## config.mk

```make
export PLATFORM = sky130hd
export DESIGN_NAME = rom_guard
export DESIGN_NICKNAME = d
export VERILOG_FILES = /design/src/rtl/rom_guard_pkg.sv /design/src/rtl/rom_guard_smm_tracker.sv /design/src/rtl/rom_guard_lock_regs.sv /design/src/rtl/rom_guard_access_check.sv /design/src/rtl/rom_guard.sv
export SDC_FILE = /design/constraint.sdc
export NUM_CORES = 1
export LEC_CHECK = 0
export BUFFER_PORTS_ARGS = -buffer_cell sky130_fd_sc_hd__buf_2
export CORE_MARGIN = 4
export CORE_UTILIZATION = 55
export CTS_CLUSTER_SIZE = 40
export DETAILED_ROUTE_END_ITERATION = 12
export HOLD_SLACK_MARGIN = 0.15
export PLACE_DENSITY_LB_ADDON = 0.12
export SLEW_MARGIN = 20
export SYNTH_ARGS = -nofsm -noshare
export SYNTH_HDL_FRONTEND = slang
export SYNTH_SLANG_ARGS = --single-unit
export TNS_END_PERCENT = 100
```

## constraint.sdc

```tcl
create_clock -name clk_i -period 3 [get_ports clk_i]
set_input_delay 0.6 -clock clk_i [delete_from_list [all_inputs] [get_ports clk_i]]
set_output_delay 0.6 -clock clk_i [all_outputs]
set_load 0.02 [all_outputs]
```

## src/rtl/rom_guard_pkg.sv

```systemverilog
package rom_guard_pkg;
  localparam int unsigned NIB_W = 4;
  localparam int unsigned B_RD  = 0;
  localparam int unsigned B_WR  = 1;
  localparam int unsigned B_GT  = 2;
  localparam int unsigned B_FL  = 3;
  localparam logic [31:0] SC_ENTER = 32'h0005_0002;
  localparam logic [31:0] SC_EXIT  = 32'h0006_0002;
  typedef logic [NIB_W-1:0] nib_t;
endpackage

```

## src/rtl/rom_guard_smm_tracker.sv

```systemverilog
module rom_guard_smm_tracker #(
  parameter int unsigned SC_W = 32,
  parameter logic [SC_W-1:0] ENTER_WORD = rom_guard_pkg::SC_ENTER,
  parameter logic [SC_W-1:0] EXIT_WORD  = rom_guard_pkg::SC_EXIT
) (
  input  logic            clk_i,
  input  logic            rst_ni,
  input  logic            sc_valid_i,
  input  logic [SC_W-1:0] sc_data_i,
  output logic            smm_o
);
  logic smm_q;

  always_ff @(posedge clk_i or negedge rst_ni) begin
    if (!rst_ni) smm_q <= 1'b0;
    else if (sc_valid_i) begin
      if (sc_data_i == ENTER_WORD)     smm_q <= 1'b1;
      else if (sc_data_i == EXIT_WORD) smm_q <= 1'b0;
    end
  end

  assign smm_o = smm_q;

  p_smm_enter_r5: assert property (@(posedge clk_i) disable iff (!rst_ni)
    (sc_valid_i && sc_data_i == ENTER_WORD) |=> smm_o);
  p_smm_exit_r5: assert property (@(posedge clk_i) disable iff (!rst_ni)
    (sc_valid_i && sc_data_i == EXIT_WORD) |=> !smm_o);
  p_smm_hold_r5: assert property (@(posedge clk_i) disable iff (!rst_ni)
    !sc_valid_i |=> $stable(smm_o));
endmodule

```

## src/rtl/rom_guard_lock_regs.sv

```systemverilog
module rom_guard_lock_regs
  import rom_guard_pkg::*;
#(
  parameter int unsigned N_SECT = 16,
  parameter int unsigned RA_W   = 5,
  localparam int unsigned NUM_NIB  = N_SECT + 1,
  localparam int unsigned CTRL_IDX = N_SECT + 1
) (
  input  logic                         clk_i,
  input  logic                         rst_ni,
  input  logic                         smm_i,
  input  logic                         reg_we_i,
  input  logic [RA_W-1:0]              reg_addr_i,
  input  logic [NIB_W-1:0]             reg_wdata_i,
  output logic [NIB_W-1:0]             reg_rdata_o,
  output logic [NUM_NIB-1:0][NIB_W-1:0] nib_o,
  output logic                         wr_gate_o
);
  nib_t nib_q [NUM_NIB];
  logic reg_lock_q;
  logic wr_gate;

  assign wr_gate   = !reg_lock_q || smm_i;
  assign wr_gate_o = wr_gate;

  for (genvar i = 0; i < NUM_NIB; i++) begin : g_nib
    logic hit;
    logic rw_open;
    assign hit     = reg_we_i && wr_gate && (reg_addr_i == RA_W'(i));
    // gating judged on bits held before this write
    assign rw_open = !nib_q[i][B_FL] && (!nib_q[i][B_GT] || smm_i);

    always_ff @(posedge clk_i or negedge rst_ni) begin
      if (!rst_ni) nib_q[i] <= '0;
      else if (hit) begin
        nib_q[i][B_FL] <= nib_q[i][B_FL] | reg_wdata_i[B_FL];
        nib_q[i][B_GT] <= nib_q[i][B_GT] | reg_wdata_i[B_GT];
        if (rw_open) begin
          nib_q[i][B_RD] <= reg_wdata_i[B_RD];
          nib_q[i][B_WR] <= reg_wdata_i[B_WR];
        end
      end
    end

    assign nib_o[i] = nib_q[i];

    p_sticky_fl_r2: assert property (@(posedge clk_i) disable iff (!rst_ni)
      nib_q[i][B_FL] |=> nib_q[i][B_FL]);
    p_sticky_gt_r2: assert property (@(posedge clk_i) disable iff (!rst_ni)
      nib_q[i][B_GT] |=> nib_q[i][B_GT]);
    p_full_hold_r3: assert property (@(posedge clk_i) disable iff (!rst_ni)
      nib_q[i][B_FL] |=> $stable(nib_q[i][B_WR:B_RD]));
    p_gate_hold_r4: assert property (@(posedge clk_i) disable iff (!rst_ni)
      (nib_q[i][B_GT] && !smm_i) |=> $stable(nib_q[i][B_WR:B_RD]));
    p_reg_lock_r12: assert property (@(posedge clk_i) disable iff (!rst_ni)
      (reg_lock_q && !smm_i) |=> $stable(nib_q[i]));
  end

  always_ff @(posedge clk_i or negedge rst_ni) begin
    if (!rst_ni) reg_lock_q <= 1'b0;
    else if (reg_we_i && wr_gate && reg_addr_i == RA_W'(CTRL_IDX))
      reg_lock_q <= reg_lock_q | reg_wdata_i[0];
  end

  always_comb begin
    reg_rdata_o = '0;
    for (int i = 0; i < NUM_NIB; i++)
      if (reg_addr_i == RA_W'(i)) reg_rdata_o = nib_q[i];
    if (reg_addr_i == RA_W'(CTRL_IDX)) reg_rdata_o = {{(NIB_W-1){1'b0}}, reg_lock_q};
  end

  p_lock_sticky_r2: assert property (@(posedge clk_i) disable iff (!rst_ni)
    reg_lock_q |=> reg_lock_q);
endmodule

```

## src/rtl/rom_guard_access_check.sv

```systemverilog
module rom_guard_access_check
  import rom_guard_pkg::*;
#(
  parameter int unsigned A_W        = 32,
  parameter int unsigned SECT_LOG2  = 4,
  parameter int unsigned SECT_SZ_LG = 16,
  parameter logic [A_W-1:0] REST_LO = 32'hFFC0_0000,
  parameter logic [A_W-1:0] REST_HI = 32'hFFEF_FFFF,
  localparam int unsigned N_SECT  = 1 << SECT_LOG2,
  localparam int unsigned WIN_LG  = SECT_LOG2 + SECT_SZ_LG,
  localparam int unsigned NUM_NIB = N_SECT + 1
) (
  input  logic [A_W-1:0]                acc_addr_i,
  input  logic                          acc_wr_i,
  input  logic                          acc_fw_i,
  input  logic                          rom_we_i,
  input  logic [NUM_NIB-1:0][NIB_W-1:0] nib_i,
  output logic                          acc_allow_o
);
  logic [A_W-1:0]       eff;
  logic                 legacy, in_top, in_rest;
  logic [SECT_LOG2-1:0] idx;
  nib_t                 sel;

  // low legacy window: top quarter of the first window-sized block
  assign legacy  = (acc_addr_i[A_W-1:WIN_LG] == '0) && (&acc_addr_i[WIN_LG-1:WIN_LG-2]);
  assign eff     = legacy ? {{(A_W-WIN_LG){1'b1}}, acc_addr_i[WIN_LG-1:0]} : acc_addr_i;
  assign in_top  = &eff[A_W-1:WIN_LG];
  assign idx     = eff[WIN_LG-1:SECT_SZ_LG];
  assign in_rest = (eff >= REST_LO) && (eff <= REST_HI);

  always_comb begin
    if (in_top)       sel = nib_i[idx];
    else if (in_rest) sel = nib_i[N_SECT];
    else              sel = '0;
  end

  always_comb begin
    if (!acc_fw_i)     acc_allow_o = 1'b1;
    else if (acc_wr_i) acc_allow_o = rom_we_i && !sel[B_WR];
    else               acc_allow_o = !sel[B_RD];
  end

  always_comb begin
    if (acc_fw_i == 1'b0)
      p_fw_off_r11: assert (acc_allow_o == 1'b1);
    if (acc_fw_i == 1'b1 && acc_wr_i == 1'b1 && rom_we_i == 1'b0)
      p_wr_no_we_r10: assert (acc_allow_o == 1'b0);
  end
endmodule

```

## src/rtl/rom_guard.sv

```systemverilog
module rom_guard
  import rom_guard_pkg::*;
#(
  parameter int unsigned A_W        = 32,
  parameter int unsigned SECT_LOG2  = 4,
  parameter int unsigned SECT_SZ_LG = 16,
  parameter logic [A_W-1:0] REST_LO = 32'hFFC0_0000,
  parameter logic [A_W-1:0] REST_HI = 32'hFFEF_FFFF,
  localparam int unsigned N_SECT  = 1 << SECT_LOG2,
  localparam int unsigned NUM_NIB = N_SECT + 1,
  localparam int unsigned RA_W    = $clog2(N_SECT + 2)
) (
  input  logic             clk_i,
  input  logic             rst_ni,
  input  logic             reg_we_i,
  input  logic [RA_W-1:0]  reg_addr_i,
  input  logic [NIB_W-1:0] reg_wdata_i,
  output logic [NIB_W-1:0] reg_rdata_o,
  input  logic             sc_valid_i,
  input  logic [31:0]      sc_data_i,
  input  logic [A_W-1:0]   acc_addr_i,
  input  logic             acc_wr_i,
  input  logic             acc_fw_i,
  input  logic             rom_we_i,
  output logic             acc_allow_o,
  output logic             cfg_wr_ok_o
);
  logic smm;
  logic [NUM_NIB-1:0][NIB_W-1:0] nib;

  rom_guard_smm_tracker #(.SC_W(32)) u_smm (
    .clk_i(clk_i), .rst_ni(rst_ni),
    .sc_valid_i(sc_valid_i), .sc_data_i(sc_data_i), .smm_o(smm)
  );

  rom_guard_lock_regs #(.N_SECT(N_SECT), .RA_W(RA_W)) u_regs (
    .clk_i(clk_i), .rst_ni(rst_ni), .smm_i(smm),
    .reg_we_i(reg_we_i), .reg_addr_i(reg_addr_i), .reg_wdata_i(reg_wdata_i),
    .reg_rdata_o(reg_rdata_o), .nib_o(nib), .wr_gate_o(cfg_wr_ok_o)
  );

  rom_guard_access_check #(
    .A_W(A_W), .SECT_LOG2(SECT_LOG2), .SECT_SZ_LG(SECT_SZ_LG),
    .REST_LO(REST_LO), .REST_HI(REST_HI)
  ) u_chk (
    .acc_addr_i(acc_addr_i), .acc_wr_i(acc_wr_i), .acc_fw_i(acc_fw_i),
    .rom_we_i(rom_we_i), .nib_i(nib), .acc_allow_o(acc_allow_o)
  );
endmodule

```

; Word level (Yosys, flattened, before mapping)
; Cells that the tools add are included.
[totals]
register_bits = 70
latchBits = 0
ramBits = 0
romBits = 0
inputBits = 80
out_inout_bits = 6
wordCells = 237
memories = 0
[op_classes]
add_sub_neg = 0
n_mul = 0
n_div = 0
n_lt_le_gt_ge = 3
eq_ne = 19
n_shift = 0
n_mux = 27
bitwise_logic = 35
n_reduce_logical = 117
[op_table]
columns = cell, count
row1 = $mux 4, 18
row2 = $eq 32x19->1 const B, 2
row3 = $eq 5x4->1 const B, 8
row4 = $logic_and 1x1->1, 39
row5 = $reduce_and 2->1, 19
row6 = $logic_not 1->1, 37
row7 = $or 1x1->1, 35
row8 = $ge 32x32->1 const B, 1
row9 = $le 32x32->1 const B, 1
row10 = $mux 32, 1
row11 = $eq 5x3->1 const B, 4
row12 = $logic_or 1x1->1, 18
row13 = $bmux 4 s4, 1
row14 = $logic_not 12->1, 1
row15 = $reduce_and 12->1, 1
row16 = $eq 5x2->1 const B, 2
row17 = $eq 5x5->1 const B, 2
row18 = $lt 4x6->1 const B, 1
row19 = $mux 2, 3
row20 = $eq 5x1->1 const B, 1
row21 = $logic_not 5->1, 1
row22 = $mux 1, 4
row23 = $reduce_bool 2->1, 1

; Logic depth before layout (Yosys ltp)
; Gate-level depths: netlist (run 1).
[depth]
depth_word = 19
ltp_mapped = 7
depth_no_buf = 5

; Modules after synthesis
; A second synthesis (run 1) with hierarchy kept.
[hier_totals]
cells_unflattened = 396
area_unflattened_um2 = 4187.8
[modules_own_cells]
columns = module, instances, cells_each, area_each_um2, seq_area_each_um2
row1 = rom_guard_lock_regs, 1, 341, 3626.0, 1726.7
row2 = rom_guard_access_check, 1, 40, 412.9, 0.0
row3 = rom_guard_smm_tracker, 1, 15, 148.9, 25.0

; Worst setup path before layout (run 1)
; No wires, ideal clock.
[synth_timing]
path_kind = input port to output port
start = input port reg_addr_i[0]
end = output port reg_rdata_o[3]
t_arrival_ns = 2.199
required_ns = 2.400
slack_ns = 0.201
cell_stages = 7
n_path_buf = 2
path_cell_list = buf_2 buf_4 nor2b_1 o2bb2ai_1 a32oi_1 o21a_1 a221oi_1
[synth_between]
elab_chain_len = 19
word_cells_on_any_way = 36
cone_classes = eq/ne: 17 / mux: 18 / reduce/logical: 1
[synth_lines]
columns = item, line
row1 = "start, declared", rom_guard.sv:16  ; input logic [RA_W-1:0] reg_addr_i,
row2 = $logic_not 5->1, rom_guard_lock_regs.sv:68  ; if (reg_addr_i == RA_W'(i)) reg_rdata_o = nib_q[i];
row3 = $mux 4 (17 in series), rom_guard_lock_regs.sv:68
row4 = $mux 4 (*), rom_guard_lock_regs.sv:69  ; if (reg_addr_i == RA_W'(CTRL_IDX)) reg_rdata_o = {{(NIB_W-1){1'b0}}, reg_lock_q};
row5 = "end, declared", rom_guard.sv:18  ; output logic [NIB_W-1:0] reg_rdata_o,
; Every way passes the cells marked *; elsewhere a longest branch is shown, timed or not.

; Worst setup path after layout (run 1)
[layout_timing]
start = input port acc_addr_i[16]
end = output port acc_allow_o
[layout_between]
elab_chain_len = 9
word_cells_on_any_way = 13
cone_classes = order compare: 2 / mux: 7 / reduce/logical: 4
[layout_lines]
columns = item, line
row1 = "start, declared", rom_guard.sv:21  ; input logic [A_W-1:0] acc_addr_i,
row2 = $mux 32 (*), rom_guard_access_check.sv:27  ; assign eff = legacy ? {{(A_W-WIN_LG){1'b1}}, acc_addr_i[WIN_LG-1:0]} : acc_addr_i;
row3 = $ge 32x32->1 / $le 32x32->1 (equally long branches), rom_guard_access_check.sv:30  ; assign in_rest = (eff >= REST_LO) && (eff <= REST_HI);
row4 = $logic_and 1x1->1, rom_guard_access_check.sv:30
row5 = $mux 2, rom_guard_access_check.sv:34  ; else if (in_rest) sel = nib_i[N_SECT];
row6 = $mux 2 (*), rom_guard_access_check.sv:33  ; if (in_top) sel = nib_i[idx];
row7 = $logic_not 1->1, rom_guard_access_check.sv:40  ; else if (acc_wr_i) acc_allow_o = rom_we_i && !sel[B_WR];
row8 = $logic_and 1x1->1, rom_guard_access_check.sv:40
row9 = $mux 1 (*), rom_guard_access_check.sv:40
row10 = $mux 1 (*), rom_guard_access_check.sv:39  ; if (!acc_fw_i) acc_allow_o = 1'b1;
row11 = "end, declared", rom_guard.sv:25  ; output logic acc_allow_o,
; Every way passes the cells marked *; elsewhere a longest branch is shown, timed or not. The select of a mux whose other input is x is not followed.

==> results of run 1 <==
-- cells in the mapped netlist (4+ instances only) --
cell type  number
dfrtp_1        70
mux2_2         33
a21oi_1        29
nand2_1        28
nor2_1         24
a21o_1         21
a31o_2         14
nand3_1        13
clkbuf_1       11
mux4_2          9
nor4_1          9
buf_2           7
mux2i_1         7
mux4_1          7
nand4_1         7
nor2b_1         7
mux2_1          6
o21ai_0         6
nand2b_1        5
nor3_1          4
-- power groups by stage --
stage / Clock, uW / Sequential [uW] / Combinational (uW)
2_1_floorplan: 0 / 1230 / 396
3_3_place_gp: 0 / 1280 / 540
3_5_place_dp: 0 / 1290 / 557
4_1_cts: 864 / 1270 / 560
5_1_grt: 907 / 1300 / 609
6_report: 850 / 1280 / 560
-- state kept, by name, indices dropped and copies added (netlist names) --
name / count
u_smm.smm_o: 1
u_regs.reg_lock_q: 1
u_regs.nib_o: 68
-- layer usage --
| metal | global-route usage, % | share of wire [%] | wire [um] | up-vias |
|---|---|---|---|---|
| li1 | - | - | - | 1582 |
| met1 | 36.7 | 42 | 4690 | 1721 |
| met2 | 44.3 | 50 | 5590 | 161 |
| met3 | 4.73 | 7.1 | 795 | 14 |
| met4 | 7.46 | 1.6 | 175 | 0 |
| met5 | 0 | 0 | 0 | - |
-- cell type report --
| cell class | instances | area (um2) | area share (%) |
|---|---|---|---|
| Multi-Input combinational cell | 273 | 2170 | 45.2 |
| Sequential cell | 70 | 1750 | 36.5 |
| Timing Repair Buffer | 91 | 523 | 10.9 |
| Clock buffer | 10 | 128 | 2.66 |
| Tap cell | 96 | 120 | 2.51 |
| Clock inverter | 6 | 93.8 | 1.96 |
| Inverter | 3 | 11.3 | 0.235 |
-- per-stage QoR --
step	setup WS (ns)	instances	cell area (um2)	hold WS, ns	power [uW]
global route	0.00325	549	4790	0.276	2810
global placement	0.0840	533	4570	0.463	1820
detailed placement	0.0848	533	4570	0.475	1840
finish	0.0739	549	4790	0.246	2690
floorplan	0.201	369	4040	0.304	1630
CTS	0.0747	549	4790	0.256	2690
-- worst reg2reg max path: cells and delay by family, from the launching register on --
kind | cells | cell delay (ns)
buffers and inverters | 1 | 0.20
and+or+nand+nor | 4 | 0.73
muxes | 1 | 0.32
DFF | 1 | 0.42
-- logic make-up after synthesis --
group           share of synthesized area (%)
compound gates                           17.4
buf+inv                                  2.91
flops                                    43.4
simple gates                             14.1
mux                                      22.2
-- worst paths after layout --
| check | from | end | slack [ns] | cells after the start |
|---|---|---|---|---|
| max | acc_addr_i[16] | acc_allow_o | 0.07 | 6 |
| min | rst_ni | u_regs.nib_o[63] | 0.25 | 1 |
| max reg2reg | u_regs.reg_lock_q | u_regs.nib_o[48] | 1.21 | 6 |
| min reg2reg | u_regs.nib_o[11] | u_regs.nib_o[11] | 0.49 | 1 |
| max in group asynchronous | rst_ni | u_regs.nib_o[18] | 1.98 | 2 |
| min in group clk_i | sc_data_i[17] | u_smm.smm_o | 0.45 | 2 |
==> results.yml, run 1 <==
synth:
  synth_seq_cells: 70
  yosys_warnings: 0
  ys.flop_type: "dfrtp_1"
  async_reset_ff_share_pct: 100
  synth_top_area_share_pct: 43.4
  synth_edf_count: 0
  synth.cell_area_mm2: 0.00404
  synth_top_area_cell: "dfrtp_1"
  syn_area_per_cell_um2: 10.9
  yosysUniqueCellTypes: 56
  synth_area_leaders: "dfrtp_1 (43%), mux2_2 (9.2%), mux4_2 (5.0%), mux4_1 (4.6%), a21o_1 (3.9%)"
  ys_seq_area_share_pct: 43.4
  synthCells: 369
  synth_fp_nets: 449
timing:
  worst_pin_slew_ns: 0.579
  hold_violations: 0
  timing.fmax_mhz: 342
  max_slew_margin_pct: 61.4
  slew_viol_final: 0
  skew_ns: 0.00672
  fin_crit_ns: 2.93
  grt_setup_unrepaired: "false"
  setup_viol: 0
  finalSetupTns_ns: 0
  period_share_pct: 97.5
final_layout:
  fin_util_pct: 69.0
  final_cell_mix: "dfrtp_1 (70), buf_2 (69), mux2_2 (33), a21oi_1 (29), nand2_1 (28)"
  fillerInstances: 552
  final_common_cell: "dfrtp_1"
  final_layout_size_suffix_gt1_share_pct: 36.4
  area_delta_synth_final_pct: 18.8
  diodes: 0
  final_nets: 528
pwr:
  comb_power_share_pct: 20.8
  p_switching_uw: 773
  clock_power_share_pct: 31.6
  p_seq_share_pct: 47.6
  p_int_uw: 1910
  vdd.ir_drop.worst_uv: 407
  power.density_mw_per_mm2: 560
  p_leak_uw: 0.00226
  p_sw_share_pct: 28.8
setup_path:
  crit_family: "multiplexers"
  critPathArrivalTime_ns: 2.33
  critPathLaunchType: "input port"
  end_kind: "output pin"
  worstSetupPathType: "input port to output pin"
  worstPathCellList: "buf_2, mux4_1, mux4_2, nor2b_4, o211ai_2, buf_2"
  cp.required_ns: 2.40
  path_max_fanout: 7
  cp_slowest_cell: "mux4_1"
  critPathBufInv: 2
  max_stage_delay_ns: 0.59
  crit_path_frequent_cell: "buf_2"
place:
  place_congestion: 1.01
  hpwl_um: 8410
  portBuffers: 69
cts:
  h-tree-depth: 3
  clock_sinks: 70
  cts_tree: "yes"
  cts_resized: 0
  cts_buffer_depth: 2
  post-cts-setup-buffers: 0
  cts_inserted_buffers: 9
  worstSkewPairLatency_ns: 0.35
  postCtsHoldBufs: 0
  cts_root_buffer: "clkbuf_8"
  clk_pin_slew_ns: 0.08
hold_path:
  holdCritPathClass: "input port to asynchronous set/reset pin"
global_route:
  grt_pass1_wl_um: 18000
  overflow: 0
  antenna_found_initial: 0
  grtUsageTotal_pct: 26.8
  grt_max_degree: 28
  grt_pass1_vias: 3472
routing:
  dr_total_vias: 3478
  routed_wl_um: 11300
  drtPass1Iterations: 5
  detail-route-antenna-nets: 0
  dr.first_iter.drc_count: 394
  wire_per_inst_um: 20.5
  drc_errors: 0
  vias_per_cell: 6.34
run:
  drv_cap: 0
floorplan:
  fp.dieH_um: 93.7
  io_pins: 86
  design.core.area_mm2: 0.00694
  start_util_pct: 58.1
  die_x_um: 93.7
  rows: 30
  dieArea_mm2: 0.00877
outcome:
  status: "completed"
Note: power is estimated with default switching activity, not from simulation.
==> run 2, diff against run 1 <==
--- a/config.mk
+++ b/config.mk
@@ -12,6 +12,7 @@
 export DETAILED_ROUTE_END_ITERATION = 12
 export HOLD_SLACK_MARGIN = 0.15
 export PLACE_DENSITY_LB_ADDON = 0.12
+export REMOVE_ABC_BUFFERS = 1
 export SLEW_MARGIN = 20
 export SYNTH_ARGS = -nofsm -noshare
 export SYNTH_HDL_FRONTEND = slang
==> run 2 against run 1 <==
Net effect:
- total power decreased by 3.5%
- count of clock-buffer cells in the layout unchanged
- setup slack improved by 0.020 ns
==> results.yml, run 2 (same netlist as run 1, synthesis figures left out) <==
setup_path:
  r2r_end: "u_regs.nib_o[57]"
  worstPathCellList: "buf_2, mux4_1, mux4_2, nor2b_4, o211ai_2, buf_2"
  end_kind: "output pin"
  critPathArrivalTime_ns: 2.31
  cp.required_ns: 2.40
  crit_family: "multiplexers"
  critPathLaunchType: "input port"
  crit_path_frequent_cell: "buf_2"
  rrSetupSlack_ns: 1.07
  max_stage_delay_ns: 0.59
  path_max_fanout: 7
  worstSetupPathType: "input port to output pin"
  critPathBufInv: 2
  ff2ff_path_depth: 5
  cp_slowest_cell: "mux4_1"
  r2r-start: "u_smm.smm_o"
timing:
  finalSetupTns_ns: 0
  period_share_pct: 96.9
  hold_violations: 0
  worst_pin_slew_ns: 0.876
  setup_viol: 0
  timing.fmax_mhz: 344
  fin_crit_ns: 2.91
  max_slew_margin_pct: 41.6
  skew_ns: 0.0105
  grt_setup_unrepaired: "false"
  slew_viol_final: 0
  setup_slack_ns: 0.0940
final_layout:
  final_area_mm2: 0.00476
  diodes: 0
  final_common_cell: "dfrtp_1"
  final_nets: 526
  largest_reg_flops: 68
  final_layout_size_suffix_gt1_share_pct: 36.4
  area_delta_synth_final_pct: 17.9
  final_cell_mix: "dfrtp_1 (70), buf_2 (68), mux2_2 (33), a21oi_1 (29), nand2_1 (28)"
  fillerInstances: 543
cts:
  cts_root_buffer: "clkbuf_8"
  cts_tree: "yes"
  clock_sinks: 70
  cts_buffer_depth: 2
  h-tree-depth: 3
  worstSkewPairLatency_ns: 0.35
  postCtsHoldBufs: 0
  cts_inserted_buffers: 9
  clk_pin_slew_ns: 0.07
global_route:
  grtUsageMet3_pct: 6.89
  grtUsageTotal_pct: 26.4
  globalRouteMet1Util_pct: 35.9
  grt_pass1_vias: 3444
  grt_max_degree: 71
  overflow: 0
  antenna_found_initial: 0
  grt_pass1_wl_um: 17600
  busiest_layer: "met2"
  grtUsageMet2_pct: 41.5
routing:
  routed_wl_um: 10800
  dr_total_vias: 3498
  wire_per_inst_um: 19.8
  detail-route-antenna-nets: 0
  dr.first_iter.drc_count: 423
  drc_errors: 0
  drtPass1Iterations: 8
  vias_per_cell: 6.39
place:
  portBuffers: 69
  hpwl_um: 8000
  placed_area_mm2: 0.00456
  place_congestion: 0.922
  dp_slack_ns: 0.0658
floorplan:
  start_util_pct: 58.1
  rows: 30
  dieArea_mm2: 0.00877
  design.core.area_mm2: 0.00694
  die_x_um: 93.7
  fp.dieH_um: 93.7
  io_pins: 86
pwr:
  p_leak_uw: 0.00225
  comb_power_share_pct: 21.4
  p_int_uw: 1840
  p_sw_share_pct: 29.0
  p_switching_uw: 751
  power.density_mw_per_mm2: 545
  p_seq_share_pct: 49.0
  vdd.ir_drop.worst_uv: 404
  clock_power_share_pct: 29.6
hold_path:
  whs_path_depth: 2
  hold_start: "sc_data_i[17]"
  holdCritPathClass: "input port to flip-flop"
  hold_end: "u_smm.smm_o"
run:
  drv_cap: 0
outcome:
  status: "completed"
run 2: cell count changes in the layout (fill, tap and decap cells not counted), sizes merged:
cell | before | now
buf | 91 | 88
clkinv | 2 | 4
bufinv | 2 | 1
clkbuf | 10 | 11
inv | 4 | 3
run 2: worst max-delay path by stage:
| stage | startpoint | endpoint | cells after the start |
|---|---|---|---|
| 4_1_cts | reg_addr_i[0] | reg_rdata_o[0] | 7 |
| 3_3_place_gp | acc_addr_i[16] | acc_allow_o | 6 |
| 3_5_place_dp | reg_addr_i[0] | reg_rdata_o[0] | 7 |
| 6_report | acc_addr_i[16] | acc_allow_o | 6 |
| 2_1_floorplan | reg_addr_i[2] | reg_rdata_o[3] | 5 |
| 5_1_grt | reg_addr_i[0] | reg_rdata_o[3] | 8 |
run 2: power groups by stage:
stage / clock, uW / combinational (uW) / sequential, uW
3_5_place_dp: 0 / 553 / 1290
5_1_grt: 827 / 609 / 1300
2_1_floorplan: 0 / 362 / 1230
3_3_place_gp: 0 / 537 / 1270
4_1_cts: 781 / 556 / 1270
6_report: 767 / 555 / 1270
run 2: repair_timing:
| item | 4_1_cts | 5_1_grt |
|---|---|---|
| resized for setup | 0 | 1 |
| setup buffers | 0 | 0 |
| endpoints found under the setup margin | 0 | 3 |
run 2: final cells by class:
type / instances / area, um2 / area share, %
multi-input combinational: 273 / 2170 / 45.5
sequential: 70 / 1750 / 36.8
timing repair buffer: 89 / 510 / 10.7
clock buffer: 10 / 138 / 2.89
tap: 96 / 120 / 2.52
clock inverter: 6 / 61.3 / 1.29
inverter: 3 / 11.3 / 0.237
run 2: through the flow:
stage | util (%) | hold slack, ns | cells | power, uW
final | 68.5 | 0.440 | 547 | 2590
after detailed placement | 65.6 | 0.471 | 531 | 1840
after floorplan | - | 0.304 | 346 | 1590
after global routing | 68.5 | 0.419 | 547 | 2730
after global placement | 65.6 | 0.458 | 531 | 1810
after CTS | 68.5 | 0.429 | 547 | 2600
run 2: per-layer routing:
| layer | vias up | part of all wire [%] |
|---|---|---|
| li1 | 1582 | - |
| met1 | 1747 | 42 |
| met2 | 147 | 49 |
| met3 | 22 | 6.9 |
| met4 | 0 | 2.2 |
| met5 | - | 0 |
